`config.mk`:
```
export PLATFORM = sky130hd
export DESIGN_NAME = qlut_alu
export DESIGN_NICKNAME = d
export VERILOG_FILES = /design/src/rtl/qlut_pkg.sv /design/src/rtl/qlut_rom.sv /design/src/rtl/qlut_ctrl.sv /design/src/rtl/qlut_alu.sv
export SDC_FILE = /design/constraint.sdc
export NUM_CORES = 1
export LEC_CHECK = 0
export BUFFER_PORTS_ARGS = -buffer_cell sky130_fd_sc_hd__buf_2
export CORE_MARGIN = 2
export CORE_UTILIZATION = 40
export DETAILED_ROUTE_END_ITERATION = 16
export HOLD_SLACK_MARGIN = 0.15
export REMOVE_ABC_BUFFERS = 1
export SYNTH_ARGS = -nofsm -noshare
export SYNTH_HDL_FRONTEND = slang
export SYNTH_HIERARCHICAL = 1
export SYNTH_SLANG_ARGS = --single-unit
```
`constraint.sdc`:
```
create_clock -name clk -period 1.5 [get_ports clk]
set_input_delay 0.15 -clock clk [delete_from_list [all_inputs] [get_ports clk]]
set_output_delay 0.15 -clock clk [all_outputs]
set_load 0.02 [all_outputs]
```
`src/rtl/qlut_pkg.sv`:
```
// Shared definitions for the table-lookup arithmetic unit.
// Holds the request mode encoding and the function that fills each table.
// Assumes operand and result widths of 8 bits or less.
package qlut_pkg;

    typedef enum logic [1:0] {
        QM_DIRECT = 2'd0,
        QM_SET    = 2'd1,
        QM_ACTIVE = 2'd2,
        QM_RSVD   = 2'd3
    } qmode_e;

    // Value of table fsel at operands (a, b), masked to r_w bits.
    function automatic int unsigned qlut_func(
        input int unsigned fsel,
        input int unsigned a,
        input int unsigned b,
        input int unsigned a_w,
        input int unsigned r_w
    );
        int unsigned rmax;
        int unsigned v;
        rmax = (32'd1 << r_w) - 32'd1;
        case (fsel)
            0: v = ((a + b) > rmax) ? rmax : (a + b);
            1: v = (a > b) ? (a - b) : (b - a);
            2: v = (a > b) ? a : b;
            3: v = (a * b) >> a_w;
            default: v = a ^ b;
        endcase
        return v & rmax;
    endfunction

endpackage

```
`src/rtl/qlut_rom.sv`:
```
// One constant function table, read synchronously.
// The address is {a, b}. The output register changes only when rd_en is high,
// so it holds the last read value for as long as the caller needs it.
module qlut_rom
    import qlut_pkg::*;
#(
    parameter int unsigned FUNC_SEL = 0,
    parameter int unsigned A_W      = 4,
    parameter int unsigned B_W      = 4,
    parameter int unsigned R_W      = 4
) (
    input  logic                 clk,
    input  logic                 rd_en,
    input  logic [A_W+B_W-1:0]   rd_addr,
    output logic [R_W-1:0]       rd_q
);
    localparam int unsigned AW    = A_W + B_W;
    localparam int unsigned DEPTH = 1 << AW;
    localparam int unsigned BMASK = (1 << B_W) - 1;

    logic [R_W-1:0] mem [DEPTH];

    // Fill the table from the package function (constant contents).
    initial begin
        for (int unsigned i = 0; i < DEPTH; i++) begin
            mem[i] = R_W'(qlut_func(FUNC_SEL, i >> B_W, i & BMASK, A_W, R_W));
        end
    end

    // Registered read, enabled only for an accepted lookup into this table.
    always_ff @(posedge clk) begin
        if (rd_en) begin
            rd_q <= mem[rd_addr];
        end
    end

endmodule

```
`src/rtl/qlut_ctrl.sv`:
```
// Request decode, active-table register and result-valid tracking.
// It picks the table for each lookup, flags bad ids and reserved modes, and
// holds result state until the consumer accepts it. Assumes TID_W >= SEL_W.
module qlut_ctrl
    import qlut_pkg::*;
#(
    parameter int unsigned NUM_TABLES = 4,
    parameter int unsigned TID_W      = 3,
    parameter int unsigned SEL_W      = 2
) (
    input  logic                   clk,
    input  logic                   rst_n,
    input  logic                   req_valid,
    output logic                   req_ready,
    input  logic [1:0]             req_mode,
    input  logic [TID_W-1:0]       req_table,
    input  logic                   res_ready,
    output logic [NUM_TABLES-1:0]  rd_en,
    output logic                   res_valid,
    output logic                   res_err,
    output logic [SEL_W-1:0]       res_sel
);
    logic [SEL_W-1:0] active_q;
    logic [TID_W-1:0] eff_tid;
    logic             accept;
    logic             is_lookup;
    logic             is_set;
    logic             in_range;
    logic             req_in_range;
    qmode_e           mode;

    assign mode      = qmode_e'(req_mode);
    assign req_ready = !res_valid || res_ready;
    assign accept    = req_valid && req_ready;
    assign is_lookup = (mode == QM_DIRECT) || (mode == QM_ACTIVE);
    assign is_set    = (mode == QM_SET);

    // Choose the table id: the sticky register for active lookups, else the request.
    always_comb begin
        eff_tid = req_table;
        if (mode == QM_ACTIVE) begin
            eff_tid = TID_W'(active_q);
        end
    end

    assign in_range     = 32'(eff_tid) < NUM_TABLES;
    assign req_in_range = 32'(req_table) < NUM_TABLES;

    // One read enable per table, high only for a valid accepted lookup.
    generate
        for (genvar t = 0; t < NUM_TABLES; t++) begin : g_en
            assign rd_en[t] = accept && is_lookup && in_range
                              && (32'(eff_tid) == t);
        end
    endgenerate

    // Sticky active-table register; bad ids are ignored.
    always_ff @(posedge clk) begin
        if (!rst_n) begin
            active_q <= '0;
        end else if (accept && is_set && req_in_range) begin
            active_q <= req_table[SEL_W-1:0];
        end
    end

    // Result state: loaded on accepted non-set requests, cleared when consumed.
    always_ff @(posedge clk) begin
        if (!rst_n) begin
            res_valid <= 1'b0;
            res_err   <= 1'b0;
            res_sel   <= '0;
        end else if (accept && !is_set) begin
            res_valid <= 1'b1;
            res_err   <= !(is_lookup && in_range);
            res_sel   <= (is_lookup && in_range) ? eff_tid[SEL_W-1:0] : '0;
        end else if (res_ready) begin
            res_valid <= 1'b0;
        end
    end

endmodule

```
`src/rtl/qlut_alu.sv`:
```
// Top of the table-lookup arithmetic unit.
// It builds the address {a, b}, instantiates one ROM per function table and
// selects the registered output of the table that the last lookup used.
// Assumes A_W, B_W and R_W are each 8 or less.
module qlut_alu
    import qlut_pkg::*;
#(
    parameter int unsigned NUM_TABLES = 4,
    parameter int unsigned TID_W      = 3,
    parameter int unsigned A_W        = 4,
    parameter int unsigned B_W        = 4,
    parameter int unsigned R_W        = 4
) (
    input  logic              clk,
    input  logic              rst_n,
    input  logic              req_valid,
    output logic              req_ready,
    input  logic [1:0]        req_mode,
    input  logic [TID_W-1:0]  req_table,
    input  logic [A_W-1:0]    req_a,
    input  logic [B_W-1:0]    req_b,
    output logic              res_valid,
    input  logic              res_ready,
    output logic [R_W-1:0]    res_idx,
    output logic              res_err
);
    localparam int unsigned SEL_W = (NUM_TABLES > 1) ? $clog2(NUM_TABLES) : 1;
    localparam int unsigned AW    = A_W + B_W;

    logic [NUM_TABLES-1:0] rd_en;
    logic [SEL_W-1:0]      res_sel;
    logic [AW-1:0]         addr;
    logic [R_W-1:0]        rom_q [NUM_TABLES];

    assign addr = {req_a, req_b};

    qlut_ctrl #(
        .NUM_TABLES (NUM_TABLES),
        .TID_W      (TID_W),
        .SEL_W      (SEL_W)
    ) u_ctrl (
        .clk       (clk),
        .rst_n     (rst_n),
        .req_valid (req_valid),
        .req_ready (req_ready),
        .req_mode  (req_mode),
        .req_table (req_table),
        .res_ready (res_ready),
        .rd_en     (rd_en),
        .res_valid (res_valid),
        .res_err   (res_err),
        .res_sel   (res_sel)
    );

    // One constant table per function.
    generate
        for (genvar t = 0; t < NUM_TABLES; t++) begin : g_tbl
            qlut_rom #(
                .FUNC_SEL (t),
                .A_W      (A_W),
                .B_W      (B_W),
                .R_W      (R_W)
            ) u_rom (
                .clk     (clk),
                .rd_en   (rd_en[t]),
                .rd_addr (addr),
                .rd_q    (rom_q[t])
            );
        end
    endgenerate

    // Output select; errors and idle cycles give index 0.
    always_comb begin
        res_idx = '0;
        if (res_valid && !res_err) begin
            res_idx = rom_q[res_sel];
        end
    end

endmodule

```
==> results.py, run 1 <==
metrics = {
    "status": {
        "status": "complete, but fails checks",
        "violations": "negative setup slack",
    },
    "pwr": {
        "sw_frac_of_total_pct": 36.1,
        "p_leak_nw": 2.04,
        "switchingPower_uw": 818,
        "combPwrFrac_pct": 53.7,
        "seq_power_share_pct": 30.2,
        "power_mw": 2.27,
        "power_frac_clock_pct": 16.1,
        "ir_worst_vdd_mv": 0.285,
        "internal-power_mw": 1.45,
        "power_density_nw_per_um2": 463,
    },
    "detailed_routing": {
        "drt_pass1_iterations": 5,
        "wl_met2_um": 5280,
        "wl_met1_um": 4870,
        "vias": 3904,
        "vias_per_cell": 5.78,
        "wire_per_inst_um": 16.0,
        "antenna_left": 0,
        "drt_iter0_drc": 164,
        "drc": 0,
        "highest_layer": "met4",
        "met3_length_um": 455,
        "drt-total-wl_um": 10800,
    },
    "placement": {
        "place_ws_ns": -0.495,
        "gp_congestion": 0.913,
        "dpl.hpwl_um": 8270,
        "portBuffers": 23,
    },
    "synthesis": {
        "ys_seq_elements": 22,
        "synth_edf_count": 16,
        "synth_cells": 451,
        "ys_seq_area_share_pct": 17.3,
        "synth_area_leaders": "edfxtp_1, ha_1, mux2i_1",
        "syn-cell-area_um2": 3470,
        "yosysWarnings": 6,
        "ys_types": 82,
        "synth.top_cell.area_share_pct": 13.8,
        "async_flop_share_pct": 0,
        "synth_ff_type": "edfxtp_1",
        "avgSynthCellArea_um2": 7.70,
        "synth_area_leader_cell": "edfxtp_1",
    },
    "grt": {
        "grt_pass1_vias": 3703,
        "grt_max_degree": 19,
        "antenna_found_initial": 0,
        "grt-ovfl-total": 0,
        "grt_usage_pct": 22.0,
        "grt_pass1_wl_um": 17700,
    },
    "floorplanning": {
        "start_util_pct": 41.9,
        "die_h_um": 97.2,
        "core_area_um2": 8300,
        "die-area_um2": 9440,
        "pin_count": 24,
        "placementRows": 33,
        "chipWidth_um": 97.2,
    },
    "timing": {
        "layout_setup_ws_ns": -0.00658,
        "fin_crit_ns": 1.51,
        "finalClockSkew_ns": 0.0164,
        "slew_violations": 0,
        "setup_viol": 1,
        "timing.slew.headroom_pct": 69.1,
        "fin_crit_sh_pct": 100,
        "finalHoldViolations": 0,
        "rsz0062_at_grt": "true",
        "worst_pin_slew_ns": 0.459,
        "max_freq_mhz": 664,
    },
    "setup_path": {
        "r2r_slack_ns": 0.03,
        "rr_endpoint": "g_tbl[3].u_rom/rd_q[0]",
        "start_kind": "flop",
        "crit_arrival_ns": 1.36,
        "worstSetupEndpointType": "output port",
        "reg2reg_from": "u_ctrl/res_valid",
        "crit_fanout": 4,
        "path_class": "reg2out",
        "cp.required_ns": 1.35,
        "r2r_cells": 6,
    },
    "finish": {
        "fin_nets": 613,
        "final_cell_mix": "buf_4, nand2_1, a21oi_1, o21ai_0, nor2_1",
        "final_common_cell": "buf_4",
        "drive_gt1_share_pct": 39.2,
        "area_growth_syn_to_layout_pct": 40.9,
        "diodes": 0,
    },
    "min_path": {
        "hold_path_startpoint": "req_table[1]",
        "min_path_cells": 3,
        "worstHoldPathType": "in2reg",
        "hold_end": "u_ctrl/active_q[1]",
    },
    "flow_run": {
        "cap_violations": 0,
    },
    "clock_network": {
        "ctsHtreeMaxLevel": 1,
        "clk_pin_slew_ns": 0.09,
        "cts_buffer_depth": 2,
        "cts_tree": "yes",
        "cts_sinks": 22,
        "ctsRootBufferMaster": "clkbuf_8",
        "clkLatencyLatePin_ns": 0.26,
        "numCtsBuffers": 3,
    },
}
synthesized netlist by cell type (3+ instances only):
library cell  instances
a211o_1               3
or2b_1                3
o22ai_1               8
edfxtp_1             16
dfxtp_1               6
nand3_1              12
nor2_1               30
o21ai_0              31
o31ai_1               8
a21oi_1              33
buf_6                 5
o311ai_1              3
a211oi_1             11
nor3b_1               6
nor3_1                5
clkbuf_1              7
a32oi_1               3
a21o_1                4
buf_4                 5
ha_1                 23
inv_1                21
mux2i_1              19
nor2b_1              13
a311oi_1              3
o211ai_1              8
nand2_1              33
nand2b_1             20
a31oi_1              13
nand3b_1              4
o311ai_0              4
buf_2                17
o311a_1               3
power by group through the flow:
stage / Combinational (mW) / Clock, mW / Sequential, mW
CTS: 1.13 / 0.378 / 0.685
global placement: 1.06 / 0 / 0.698
floorplan: 0.496 / 0 / 0.702
finish: 1.22 / 0.364 / 0.685
detailed placement: 1.08 / 0 / 0.699
global route: 1.33 / 0.397 / 0.687
worst max-delay path: stages (launching register included):
cell     delay [ns]
dfxtp_1        0.34
or3b_4         0.44
o22ai_4        0.17
buf_6          0.14
cell type report:
cell class	count	area, um^2
inverter	22	82.6
fill	740	3410
timing repair buffer	155	1230
tap	105	131
sequential	22	607
multi-input combinational	369	2800
clock buffer	3	41.3
layer usage:
layer  track usage (%)  vias to the layer above
met3              1.73                       16
met1              29.4                     1850
met2              37.8                       98
met5                 0                        -
met4              6.39                        0
li1                  -                     1940
logic make-up (layout without fill, tap and decap cells):
logic type	count (synthesis)	count (layout)	synth area share [%]
AOI/OAI and AO/OA	168	168	33.4
DFF	22	22	17.3
muxes	22	22	6.52
xor gates and xnor gates	3	3	0.757
adders and majority gates	23	23	8.29
buffers and inverters	60	180	9.62
and+or+nand+nor	153	153	24.2
what timing repair did:
item,4_1_cts,5_1_grt
gates resized for setup,35,56
pin swaps,3,11
endpoints found under the setup margin,13,21
setup buffers,3,0
hold endpoints to repair,1,0
hold buffers,1,0
per-stage QoR:
| step | instances | area (um^2) | utilization, % | hold WS (ns) | TNS (ns) |
|---|---|---|---|---|---|
| after global routing | 676 | 4890 | 59.0 | 0.225 | -0.396 |
| after detailed placement | 669 | 4450 | 53.7 | 0.430 | -3.97 |
| after floorplan | 413 | 3220 | - | 0.266 | -0.535 |
| after global placement | 669 | 4450 | 53.7 | 0.423 | -3.68 |
| after CTS | 676 | 4640 | 55.9 | 0.181 | 0 |
| final | 676 | 4890 | 59.0 | 0.180 | -0.00658 |
flip-flops by register name (all words and copies together), names as in the netlist:
| signal | cells |
|---|---|
| u_ctrl/res_err | 1 |
| u_ctrl/active_q | 2 |
| u_ctrl/res_valid | 1 |
| u_ctrl/res_sel | 2 |
| g_tbl.u_rom/rd_q | 16 |
how the worst max path moves through the flow:
stage                                 start                     end  slack [ns]  cells past startpoint
after floorplan                    req_b[1]  g_tbl[1].u_rom/rd_q[1]       -0.11                      7
after global placement             req_b[0]  g_tbl[3].u_rom/rd_q[1]       -0.51                      8
after detailed placement           req_b[0]  g_tbl[1].u_rom/rd_q[1]       -0.49                      8
after CTS                          req_b[1]  g_tbl[1].u_rom/rd_q[2]       0.003                      8
after global routing       u_ctrl/res_valid              res_idx[0]       -0.05                      3
final                     u_ctrl/res_sel[0]              res_idx[0]      -0.007                      3
Note: power is estimated with default switching activity, not from simulation.
==> run 2, diff against run 1 <==
Settings changed: SYNTH_HIERARCHICAL 1 to unset.
==> run 2 against run 1 <==
  * Clock skew shrank 0.015 ns
  * Combinational power grew 11%
  * Critical path type unchanged
  * Area after synthesis shrank 11%
  * Worst setup slack lost 0.15 ns
  * Wire length grew 25%
  * Highest routed layer unchanged
  * Power grew 7.0%
  * Non-clock buffer count grew 19
  * Die area shrank 11%
  * Sequential share of layout area shrank 0.080 points
  * The run still ends with negative setup slack left
  * Flip-flop and latch count is the same
  * Synthesized cell count shrank 8.6%
  * Clock power grew 8.2%
==> results.py, run 2 <==
metrics = {
    "synthesis": {
        "syn-cell-area_um2": 3090,
        "synth_edf_count": 16,
        "synth_area_leader_cell": "edfxtp_1",
        "ys_types": 59,
        "ys_seq_area_share_pct": 19.4,
        "ys_seq_elements": 22,
        "synth_area_leaders": "edfxtp_1, ha_1, a21oi_1",
        "synthTopCellsByCount": "nand2_1, nor2_1, a21oi_1, o21ai_0",
        "yosysWarnings": 0,
        "synth.top_cell.area_share_pct": 15.5,
        "synth_cells": 412,
        "avgSynthCellArea_um2": 7.50,
        "synth_ff_type": "edfxtp_1",
        "async_flop_share_pct": 0,
        "yosysMostFrequentCell": "nand2_1",
    },
    "timing": {
        "timing.slew.headroom_pct": 72.9,
        "setup_viol": 8,
        "max_freq_mhz": 603,
        "slew_violations": 0,
        "finalClockSkew_ns": 0.00127,
        "rsz0062_at_grt": "true",
        "finalSetupTns_ns": -0.857,
        "fin_crit_ns": 1.66,
        "finalHoldViolations": 0,
        "worst_pin_slew_ns": 0.406,
        "layout_setup_ws_ns": -0.159,
        "whs_ns": 0.153,
        "fin_crit_sh_pct": 111,
    },
    "floorplanning": {
        "placementRows": 32,
        "start_util_pct": 40.6,
        "core_area_um2": 7610,
        "pin_count": 24,
        "die_h_um": 91.9,
        "die-area_um2": 8450,
        "chipWidth_um": 91.9,
    },
    "status": {
        "violations": "negative setup slack",
        "status": "complete, but fails checks",
    },
    "finish": {
        "final_cell_mix": "buf_4, nand2_1, a21oi_1, nor2_1, o21ai_0",
        "fin_util_pct": 64.3,
        "area_growth_syn_to_layout_pct": 58.3,
        "drive_gt1_share_pct": 46.7,
        "top_register": "g_tbl.u_rom.rd_q",
        "diodes": 0,
        "largestRegisters": "g_tbl.u_rom.rd_q x16, u_ctrl.active_q x2, u_ctrl.res_sel x2",
        "fin_nets": 582,
        "largest_reg_flops": 16,
        "final_common_cell": "buf_4",
    },
    "placement": {
        "dpl.hpwl_um": 9910,
        "portBuffers": 23,
        "gp_congestion": 0.954,
    },
    "pwr": {
        "switchingPower_uw": 924,
        "ir_worst_vdd_mv": 0.280,
        "combPwrFrac_pct": 55.6,
        "internal-power_mw": 1.50,
        "power_frac_clock_pct": 16.2,
        "sw_frac_of_total_pct": 38.1,
        "p_leak_nw": 2.03,
        "power_density_nw_per_um2": 496,
        "seq_power_share_pct": 28.2,
        "power_mw": 2.43,
    },
    "clock_network": {
        "numCtsBuffers": 3,
        "ctsRootBufferMaster": "clkbuf_8",
        "clk_pin_slew_ns": 0.09,
        "cts_sinks": 22,
        "clkLatencyLatePin_ns": 0.27,
        "cts_buffer_depth": 2,
        "cts_tree": "yes",
        "ctsHtreeMaxLevel": 1,
    },
    "setup_path": {
        "start_kind": "flop",
        "crit_arrival_ns": 1.51,
        "crit_fanout": 5,
        "cp.required_ns": 1.35,
        "r2r_slack_ns": 0,
        "path_class": "reg2out",
        "worstSetupEndpointType": "output port",
    },
    "grt": {
        "grt_pass1_vias": 3831,
        "grt_pass1_wl_um": 20600,
        "grt_max_degree": 19,
        "antenna_found_initial": 0,
        "grt_usage_pct": 31.1,
        "grt-ovfl-total": 0,
    },
    "detailed_routing": {
        "wire_per_inst_um": 20.7,
        "drt_pass1_iterations": 5,
        "antenna_left": 0,
        "drc": 0,
        "vias_per_cell": 6.20,
        "drt-total-wl_um": 13500,
        "vias": 4043,
        "drt_iter0_drc": 524,
    },
    "min_path": {
        "worstHoldPathType": "in2reg",
    },
    "flow_run": {
        "cap_violations": 0,
    },
}
[run 2: power by group through the flow]
stage	clock (mW)	combinational [mW]	sequential [mW]
after CTS	0.402	1.18	0.684
after global placement	0	1.08	0.696
final	0.394	1.35	0.684
after detailed placement	0	1.08	0.696
after floorplan	0	0.473	0.701
after global routing	0.434	1.43	0.685
[run 2: final timing paths]
| path | to | from | cells past startpoint |
|---|---|---|---|
| hold / removal | u_ctrl.active_q[0] | req_table[0] | 3 |
| setup / recovery | res_idx[1] | u_ctrl.res_sel[0] | 4 |
| setup reg to reg | g_tbl[1].u_rom.rd_q[1] | u_ctrl.res_valid | 6 |
| hold reg to reg | u_ctrl.active_q[0] | u_ctrl.active_q[0] | 2 |
[run 2: critical path, stage by stage (launching register included)]
cell and delay, ns:
dfxtp_2 0.35, buf_12 0.11, mux4_2 0.49, and3_4 0.17, buf_6 0.12
[run 2: timing repair]
| action | 4_1_cts | 5_1_grt |
|---|---|---|
| hold endpoints to repair | 1 | 0 |
| setup buffers | 4 | 13 |
| gates cloned | 0 | 0 |
| gates resized for setup | 70 | 73 |
| pin swaps | 24 | 33 |
| hold buffers | 1 | 0 |
| endpoints found under the setup margin | 29 | 29 |
[run 2: cell type report]
type / count / area (um^2)
fill: 663 / 2710
multi-input combinational: 336 / 2630
timing repair buffer: 174 / 1420
sequential: 22 / 603
tap: 102 / 128
inverter: 14 / 68.8
clock buffer: 3 / 41.3
clock inverter: 1 / 3.75
[run 2: logic make-up (layout without fill, tap and decap cells)]
| family | Yosys count | in the layout | share of synthesized area (%) |
|---|---|---|---|
| and+or+nand+nor | 143 | 143 | 22.5 |
| AOI/OAI and AO/OA | 157 | 157 | 34.5 |
| xor gates and xnor gates | 2 | 2 | 0.567 |
| muxes | 20 | 20 | 9.02 |
| DFF | 22 | 22 | 19.4 |
| buffers and inverters | 54 | 192 | 8.34 |
| adders and majority gates | 14 | 14 | 5.67 |
[run 2: metal layers]
metal / up-vias / wire [um] / global-route usage (%) / share of wire [%]
li1: 1843 / - / - / -
met3: 54 / 1040 / 4.60 / 7.7
met4: 0 / 588 / 12.8 / 4.4
met1: 1920 / 5430 / 40.5 / 40
met2: 226 / 6450 / 51.7 / 48
met5: - / 0 / 0 / 0
[run 2: stage by stage]
step                      instances  setup WS, ns  area [um^2]
final                           652        -0.159         4890
after global routing            652        -0.202         4890
after CTS                       642        -0.157         4520
after global placement          633        -0.705         4180
after detailed placement        633        -0.740         4180
after floorplan                 372        -0.388         2890
